==> config.mk <==
export PLATFORM = sky130hd
export DESIGN_NAME = lvl_intc
export DESIGN_NICKNAME = d
export VERILOG_FILES = /design/src/rtl/lvl_intc_pkg.sv /design/src/rtl/lvl_intc_bank.sv /design/src/rtl/lvl_intc_outreg.sv /design/src/rtl/lvl_intc.sv
export SDC_FILE = /design/constraint.sdc
export NUM_CORES = 1
export LEC_CHECK = 0
export ABC_AREA = 0
export BUFFER_PORTS_ARGS = -buffer_cell sky130_fd_sc_hd__buf_2
export CORE_MARGIN = 4
export CORE_UTILIZATION = 58
export DETAILED_ROUTE_END_ITERATION = 8
export HOLD_SLACK_MARGIN = 0.12
export MAX_ROUTING_LAYER = met4
export PLACE_DENSITY = 0.78
export SLEW_MARGIN = 20
export SYNTH_ARGS = -nofsm -noshare
export SYNTH_HDL_FRONTEND = slang
export SYNTH_HIERARCHICAL = 1
export SYNTH_SLANG_ARGS = --single-unit
export TNS_END_PERCENT = 5
==> constraint.sdc <==
create_clock -name clk -period 1.9 [get_ports clk]
set_input_delay 0.38 -clock clk [delete_from_list [all_inputs] [get_ports clk]]
set_output_delay 0.38 -clock clk [all_outputs]
set_load 0.05 [all_outputs]
==> src/rtl/lvl_intc_pkg.sv <==
package lvl_intc_pkg;

  localparam int BANK_SRCS = 32;

  // register selector taken from address bits 3:2
  typedef enum logic [1:0] {
    SEL_CAUSE = 2'd0,
    SEL_IRQ   = 2'd1,
    SEL_FIQ   = 2'd2,
    SEL_EP    = 2'd3
  } reg_sel_e;

  // true when any enabled source is active
  function automatic logic gate_any(input logic [BANK_SRCS-1:0] lvl,
                                    input logic [BANK_SRCS-1:0] en);
    return |(lvl & en);
  endfunction

endpackage

==> src/rtl/lvl_intc_bank.sv <==
module lvl_intc_bank
  import lvl_intc_pkg::*;
(
  input  logic                 clk,
  input  logic                 rst,
  input  logic                 wr_en,
  input  logic [1:0]           wr_sel,
  input  logic [BANK_SRCS-1:0] wr_data,
  input  logic [1:0]           rd_sel,
  input  logic [BANK_SRCS-1:0] lvl,
  output logic [BANK_SRCS-1:0] rd_val,
  output logic [BANK_SRCS-1:0] irq_en,
  output logic [BANK_SRCS-1:0] fiq_en,
  output logic [BANK_SRCS-1:0] ep_en,
  output logic                 irq_hit,
  output logic                 fiq_hit,
  output logic                 ep_hit
);

  localparam int NUM_MASKS = 3;

  logic [NUM_MASKS-1:0][BANK_SRCS-1:0] mask_q;

  // one register per mask; selector k+1 addresses mask k, selector 0 is read-only
  for (genvar k = 0; k < NUM_MASKS; k++) begin : g_mask
    always_ff @(posedge clk) begin
      if (rst) begin
        mask_q[k] <= '0;
      end else if (wr_en && (wr_sel == 2'(k + 1))) begin
        mask_q[k] <= wr_data;
      end
    end
  end

  assign irq_en = mask_q[0];
  assign fiq_en = mask_q[1];
  assign ep_en  = mask_q[2];

  assign irq_hit = gate_any(lvl, irq_en);
  assign fiq_hit = gate_any(lvl, fiq_en);
  assign ep_hit  = gate_any(lvl, ep_en);

  always_comb begin
    unique case (reg_sel_e'(rd_sel))
      SEL_CAUSE: rd_val = lvl;
      SEL_IRQ:   rd_val = irq_en;
      SEL_FIQ:   rd_val = fiq_en;
      SEL_EP:    rd_val = ep_en;
      default:   rd_val = '0;
    endcase
  end

endmodule

==> src/rtl/lvl_intc_outreg.sv <==
module lvl_intc_outreg #(
  parameter int NUM_BANKS = 2
) (
  input  logic                 clk,
  input  logic                 rst,
  input  logic [NUM_BANKS-1:0] irq_hits,
  input  logic [NUM_BANKS-1:0] fiq_hits,
  input  logic [NUM_BANKS-1:0] ep_hits,
  output logic                 irq_q,
  output logic                 fiq_q,
  output logic                 ep_q
);

  always_ff @(posedge clk) begin
    if (rst) begin
      irq_q <= 1'b0;
      fiq_q <= 1'b0;
      ep_q  <= 1'b0;
    end else begin
      irq_q <= |irq_hits;
      fiq_q <= |fiq_hits;
      ep_q  <= |ep_hits;
    end
  end

endmodule

==> src/rtl/lvl_intc.sv <==
module lvl_intc
  import lvl_intc_pkg::*;
#(
  parameter int NUM_BANKS = 2,
  localparam int BANK_W   = (NUM_BANKS > 1) ? $clog2(NUM_BANKS) : 1,
  localparam int ADDR_W   = BANK_W + 4,
  localparam int SRC_W    = NUM_BANKS * BANK_SRCS
) (
  input  logic                 clk,
  input  logic                 rst,
  input  logic                 bus_wr,
  input  logic                 bus_rd,
  input  logic [ADDR_W-1:0]    bus_addr,
  input  logic [BANK_SRCS-1:0] bus_wdata,
  output logic [BANK_SRCS-1:0] bus_rdata,
  input  logic [SRC_W-1:0]     src_lvl,
  output logic                 irq_out,
  output logic                 fiq_out,
  output logic                 ep_out
);

  logic [BANK_W-1:0] bank_sel;
  logic [1:0]        reg_sel;
  logic              bank_ok;

  assign bank_sel = bus_addr[ADDR_W-1:4];
  assign reg_sel  = bus_addr[3:2];
  assign bank_ok  = (32'(bank_sel) < NUM_BANKS);

  // named internal state for the checker
  logic [SRC_W-1:0]                     irq_mask_all;
  logic [SRC_W-1:0]                     fiq_mask_all;
  logic [SRC_W-1:0]                     ep_mask_all;
  logic [NUM_BANKS-1:0][BANK_SRCS-1:0]  bank_rd;
  logic [NUM_BANKS-1:0]                 irq_hits, fiq_hits, ep_hits;

  for (genvar b = 0; b < NUM_BANKS; b++) begin : g_bank
    logic wr_this;
    assign wr_this = bus_wr && bank_ok && (32'(bank_sel) == b);

    lvl_intc_bank u_bank (
      .clk     (clk),
      .rst     (rst),
      .wr_en   (wr_this),
      .wr_sel  (reg_sel),
      .wr_data (bus_wdata),
      .rd_sel  (reg_sel),
      .lvl     (src_lvl[b*BANK_SRCS +: BANK_SRCS]),
      .rd_val  (bank_rd[b]),
      .irq_en  (irq_mask_all[b*BANK_SRCS +: BANK_SRCS]),
      .fiq_en  (fiq_mask_all[b*BANK_SRCS +: BANK_SRCS]),
      .ep_en   (ep_mask_all[b*BANK_SRCS +: BANK_SRCS]),
      .irq_hit (irq_hits[b]),
      .fiq_hit (fiq_hits[b]),
      .ep_hit  (ep_hits[b])
    );
  end

  logic [BANK_SRCS-1:0] rd_word;

  always_comb begin
    rd_word = '0;
    for (int b = 0; b < NUM_BANKS; b++) begin
      if (bank_ok && (32'(bank_sel) == b)) rd_word = bank_rd[b];
    end
  end

  always_ff @(posedge clk) begin
    if (rst) begin
      bus_rdata <= '0;
    end else if (bus_rd) begin
      bus_rdata <= rd_word;
    end
  end

  lvl_intc_outreg #(.NUM_BANKS(NUM_BANKS)) u_outreg (
    .clk      (clk),
    .rst      (rst),
    .irq_hits (irq_hits),
    .fiq_hits (fiq_hits),
    .ep_hits  (ep_hits),
    .irq_q    (irq_out),
    .fiq_q    (fiq_out),
    .ep_q     (ep_out)
  );

endmodule

Word-level counts from Yosys, hierarchy flattened
Index checks and enable logic that the tools add are counted. W data, S select, Z words.

Flip-flop bits (word level): 227. Output and inout port bits: 35.

Equality and inequality tests: 3. Muxes and demuxes: 3. Reductions and logical operators: 12. Bitwise gates (word level): 7.

Operators by type and width (count): $pmux W32 S4 (2); $and A32 B32 Y32 (6); $reduce_or A64 Y1 (3); $mux W32 (1); $logic_and A1 B1 Y1 (8); $eq A2 B2 Y1 const B (2); $eq A2 B1 Y1 const B (1); $logic_not A2 Y1 (1); $not A1 Y1 (1).

Longest topological paths before layout
Depth after elaboration: 3. Depth in mapped cells: 8.

Hierarchy
The synthesis kept the hierarchy.

By module, submodules not included: lvl_intc_bank (times used 2, cells each 525, area each 4629.4 um^2, seq. area each 1921.8 um^2); lvl_intc (times used 1, cells each 144, area each 1447.6 um^2, seq. area each 640.6 um^2); lvl_intc_outreg (times used 1, cells each 6, area each 90.1 um^2, seq. area each 60.1 um^2).

Least setup slack after synthesis
OpenSTA, ideal clock, no wires.

Kind: input port to flip-flop. Start point: input port bus_addr[4]. End point: register g_bank[0].u_bank.mask_q (netlist bit g_bank[0].u_bank/fiq_en[10]). Cell stages on the path: 8. Setup time: 0.070 ns. Slack: 0.328 ns. Arrival: 1.502 ns. Data required time: 1.830 ns. Cells stage by stage: buf_6 -> buf_12 -> nor2b_1 -> and3b_1 -> buf_2 -> buf_2 -> nand2_1 -> a21oi_1.

Cells in the longest elaborated chain, start to end: 3.

RTL lines: start: declaration (RTL line lvl_intc.sv:13) `input logic [ADDR_W-1:0] bus_addr,`; $not A1 Y1; $logic_and A1 B1 Y1 (RTL line lvl_intc.sv:39) `assign wr_this = bus_wr && bank_ok && (32'(bank_sel) == b);`; net g_bank[0].wr_this (RTL line lvl_intc.sv:38) `logic wr_this;`; $logic_and A1 B1 Y1 (RTL line lvl_intc_bank.sv:29) `end else if (wr_en && (wr_sel == 2'(k + 1))) begin`; end signal: indexed assignment (RTL line lvl_intc_bank.sv:30) `mask_q[k] <= wr_data;`; end: declaration (RTL line lvl_intc_bank.sv:22) `logic [NUM_MASKS-1:0][BANK_SRCS-1:0] mask_q;`.

The timed path passes the listed nets, and every way through them passes these cells. A chain may end at the register's enable or synchronous reset.

Final worst setup path
Start point: register g_bank[0].u_bank.mask_q (netlist bit g_bank[0].u_bank/fiq_en[9]). End point: register u_outreg.fiq_q.

Cells in the longest elaborated chain, start to end: 2.

RTL lines: $and A32 B32 Y32 (RTL line lvl_intc_pkg.sv:16) `return |(lvl & en);`; $reduce_or A64 Y1 (RTL line lvl_intc_outreg.sv:21) `fiq_q <= |fiq_hits;`; end signal: assignment (RTL line lvl_intc_outreg.sv:21); end: declaration (RTL line lvl_intc_outreg.sv:10) `output logic fiq_q,`.

No other way between the ends.

==> implementation parameters <==
Parameter                              Value

Detailed routing
  Residual DRC count ... 0
  Total via count after detailed routing ... 10100
  Average wire length per cell after detail routing ... 22.2 um
  First-pass iteration count of the detailed router ... 8
  Initial drt markers ... 1171
  Final antenna-violating net count ... 0
  Total wire length ... 34.9 mm
  Mean number of vias per cell ... 6.42

Critical path
  Worst Setup Path Type ... reg -> reg
  Arrival time at the worst endpoint ... 2.11 ns
  Endpoint type of the worst setup path ... flop
  Maximum fanout encountered on the critical timing path ... 3
  Worst endpoint required time ... 2.30 ns
  Kind of start point of the critical path ... flop

Clock tree
  Max Root-Sink Buffers ... 3
  Clock buffer count from CTS ... 24
  Clock-pin slew reported for the worst setup and hold paths after clock tree synthesis ... 0.07 ns
  Clock tree from TritonCTS ... yes
  Worst-Skew Late Latency ... 0.52 ns
  Hold buffer count at cts ... 0
  Max H-tree Level ... 1
  Root buf cell ... sky130_fd_sc_hd__clkbuf_16
  CTS sink count ... 227
  Number of gates resized after cts ... 0
  Setup fix buffers added after clock tree synthesis ... 0

Placed design
  Dpl hpwl ... 24.8 mm
  Weighted congestion reported at the end of routability-driven placement ... 0.969
  Port-buffer cells ... 137

Floorplan
  Number of ports placed on the die boundary ... 140
  Number of rows in the core area ... 49
  Initial Utilization ... 0.595
  Die Span Y ... 144 um
  Die W ... 144 um
  Core ar. ... 18100 um^2
  Total die area ... 20900 um^2

STA
  Tightest Pin Transition ... 0.368 ns
  Fin. max-slew vios ... 0
  Total Neg Setup Slack ... 0 ns
  Final critical path time including I/O delays and setup ... 1.71 ns
  Final Hold Fails ... 0
  Clock skew after layout ... 0.00837 ns
  Period Utilization, post-route ... 0.898
  Number of setup violations in the final report ... 0
  Worst slew margin relative to its limit ... 0.755
  Setup repair after global routing missed its margin ... no
  Maximum operating frequency ... 586 MHz

Global route
  Total global-route track usage ... 0.336
  Initial antenna violation count ... 0
  GRT overflow ... 0
  Vias in the first global route ... 9244
  Global-route wire length before repair ... 52.5 mm
  Pin count of the biggest net entering global routing ... 71

Logic synthesis
  Number of warnings printed during yosys synthesis ... 6
  Yosys cell types ... 24
  Syn Std Cell Area ... 10800 um^2
  Number of nets in the synthesized netlist ... 1305
  Seq/Total Area, Yosys ... 0.421
  Mean instance size in the synthesized netlist ... 9.00 um^2
  Count of mapped cells out of synthesis ... 1200
  Number of flip-flops and latches in the synthesized netlist ... 227

Run
  Max cap viols ... 0

Layout
  Final net count ... 1431
  Most common cell after layout, fill and taps aside ... sky130_fd_sc_hd__nand2_1
  Share of post-route cells with drive strength above 1 ... 0.191
  Highest-count cells in the layout ignoring fill and taps ... sky130_fd_sc_hd__nand2_1 (384), sky130_fd_sc_hd__dfxtp_1 (227), sky130_fd_sc_hd__a21oi_1 (192), sky130_fd_sc_hd__buf_2 (134), sky130_fd_sc_hd__a22oi_1 (96)
  Area overhead of the layout relative to synthesis ... 16.8%

Power and ir drop
  Static Leakage ... 4.82 nW
  Total chip power ... 0.0110 W
  Power per standard cell area ... 870 nW/um^2
  Worst VDD drop ... 660 uV

Run status
  Run status ... finished clean

Hold path
  Worst min-delay path class ... in -> reg
-- report_power, final --
part,switching [W],internal (W)
combinational,0.000902,0.000523
clock,0.00190,0.00263
sequential,0.000101,0.00490
-- cell families (layout without fill, tap and decap cells) --
group	after synthesis	after routing	synth area share
other	0	1	0
AND/OR/NAND/NOR	460	460	0.172
flip-flops	227	227	0.421
multiplexers	96	96	0.176
buffers and inverters	94	237	0.0499
AO/OA/AOI/OAI	323	323	0.181
-- stage by stage --
| stage | hold WS [ns] | instances | setup slack [ns] | util | cell area (um^2) |
|---|---|---|---|---|---|
| 3_5_place_dp | 0.458 | 1529 | 0.0543 | 0.653 | 11800 |
| 6_report | 0.168 | 1573 | 0.194 | 0.695 | 12600 |
| 3_3_place_gp | 0.450 | 1529 | 0.0601 | 0.653 | 11800 |
| 4_1_cts | 0.160 | 1572 | 0.227 | 0.695 | 12600 |
| 5_1_grt | 0.160 | 1572 | 0.155 | 0.695 | 12600 |
| 2_1_floorplan | 0.444 | 1200 | 0.328 | - | 10800 |
-- sequential cells by signal, summed over array words and instances (netlist names) --
register and cells:
bus_rdata 32, g_bank.u_bank/ep_en 64, g_bank.u_bank/fiq_en 64, g_bank.u_bank/irq_en 64, u_outreg/ep_q 1, u_outreg/fiq_q 1
u_outreg/irq_q 1
-- per-layer routing --
metal | global-route usage | vias to the layer above | routed length (um)
met3 | 0.0757 | 109 | 3840
met5 | - | - | 0
li1 | - | 4597 | -
met1 | 0.420 | 4758 | 13100
met4 | 0.136 | 0 | 1850
met2 | 0.531 | 632 | 16100
-- path summary, 6_finish.rpt --
path                                                         startpoint                                       to  slack, ns  cells past startpoint
worst max-delay path            g_bank[0].u_bank/fiq_en[9]$_SDFFE_PP0P_                u_outreg/fiq_q$_SDFF_PP0_       0.19                      4
worst min-delay path                                       bus_wdata[3]  g_bank[1].u_bank/fiq_en[3]$_SDFFE_PP0P_       0.17                      3
worst max register to register  g_bank[0].u_bank/fiq_en[9]$_SDFFE_PP0P_                u_outreg/fiq_q$_SDFF_PP0_       0.19                      4
worst min register to register  g_bank[0].u_bank/ep_en[23]$_SDFFE_PP0P_  g_bank[0].u_bank/ep_en[23]$_SDFFE_PP0P_       0.47                      2
-- cells in the mapped netlist --
cell type	count	share of area
sky130_fd_sc_hd__nand2_1	384	0.13
sky130_fd_sc_hd__dfxtp_1	227	0.42
sky130_fd_sc_hd__a21oi_1	192	0.089
sky130_fd_sc_hd__a22oi_1	96	0.067
sky130_fd_sc_hd__buf_2	44	0.020
sky130_fd_sc_hd__mux4_1	38	0.092
sky130_fd_sc_hd__a211oi_1	32	0.022
sky130_fd_sc_hd__mux2i_1	32	0.030
sky130_fd_sc_hd__nor2_1	32	0.011
sky130_fd_sc_hd__clkbuf_1	30	0.010
sky130_fd_sc_hd__mux4_2	26	0.054
sky130_fd_sc_hd__nand4_1	24	0.014
sky130_fd_sc_hd__buf_4	8	0.0056
sky130_fd_sc_hd__buf_6	7	0.0073
sky130_fd_sc_hd__or4_1	6	0.0042
sky130_fd_sc_hd__and3b_1	4	0.0032
sky130_fd_sc_hd__nand3b_1	4	0.0028
sky130_fd_sc_hd__buf_12	3	0.0056
sky130_fd_sc_hd__o21ba_1	3	0.0028
sky130_fd_sc_hd__and3_1	2	0.0012
sky130_fd_sc_hd__buf_1	2	0.00070
sky130_fd_sc_hd__nand3_1	2	0.00093
sky130_fd_sc_hd__and2_1	1	0.00058
sky130_fd_sc_hd__nor2b_1	1	0.00058
-- layout make-up --
type	count	area (um^2)
Antenna cell	1	2.50
Clock buffer	37	731
Clock inverter	6	30.0
Fill cell	1445	5540
Multi-Input combinational cell	879	5710
Sequential cell	227	4540
Tap cell	229	287
Timing Repair Buffer	194	1300
-- worst max-delay path, stage by stage, from the launching register on --
cell,delay [ns]
sky130_fd_sc_hd__dfxtp_1,0.33
sky130_fd_sc_hd__a22oi_1,0.26
sky130_fd_sc_hd__nand4_1,0.22
sky130_fd_sc_hd__or4_1,0.57
sky130_fd_sc_hd__o21ba_1,0.22
No activity file was read; power rests on OpenSTA's default activity.
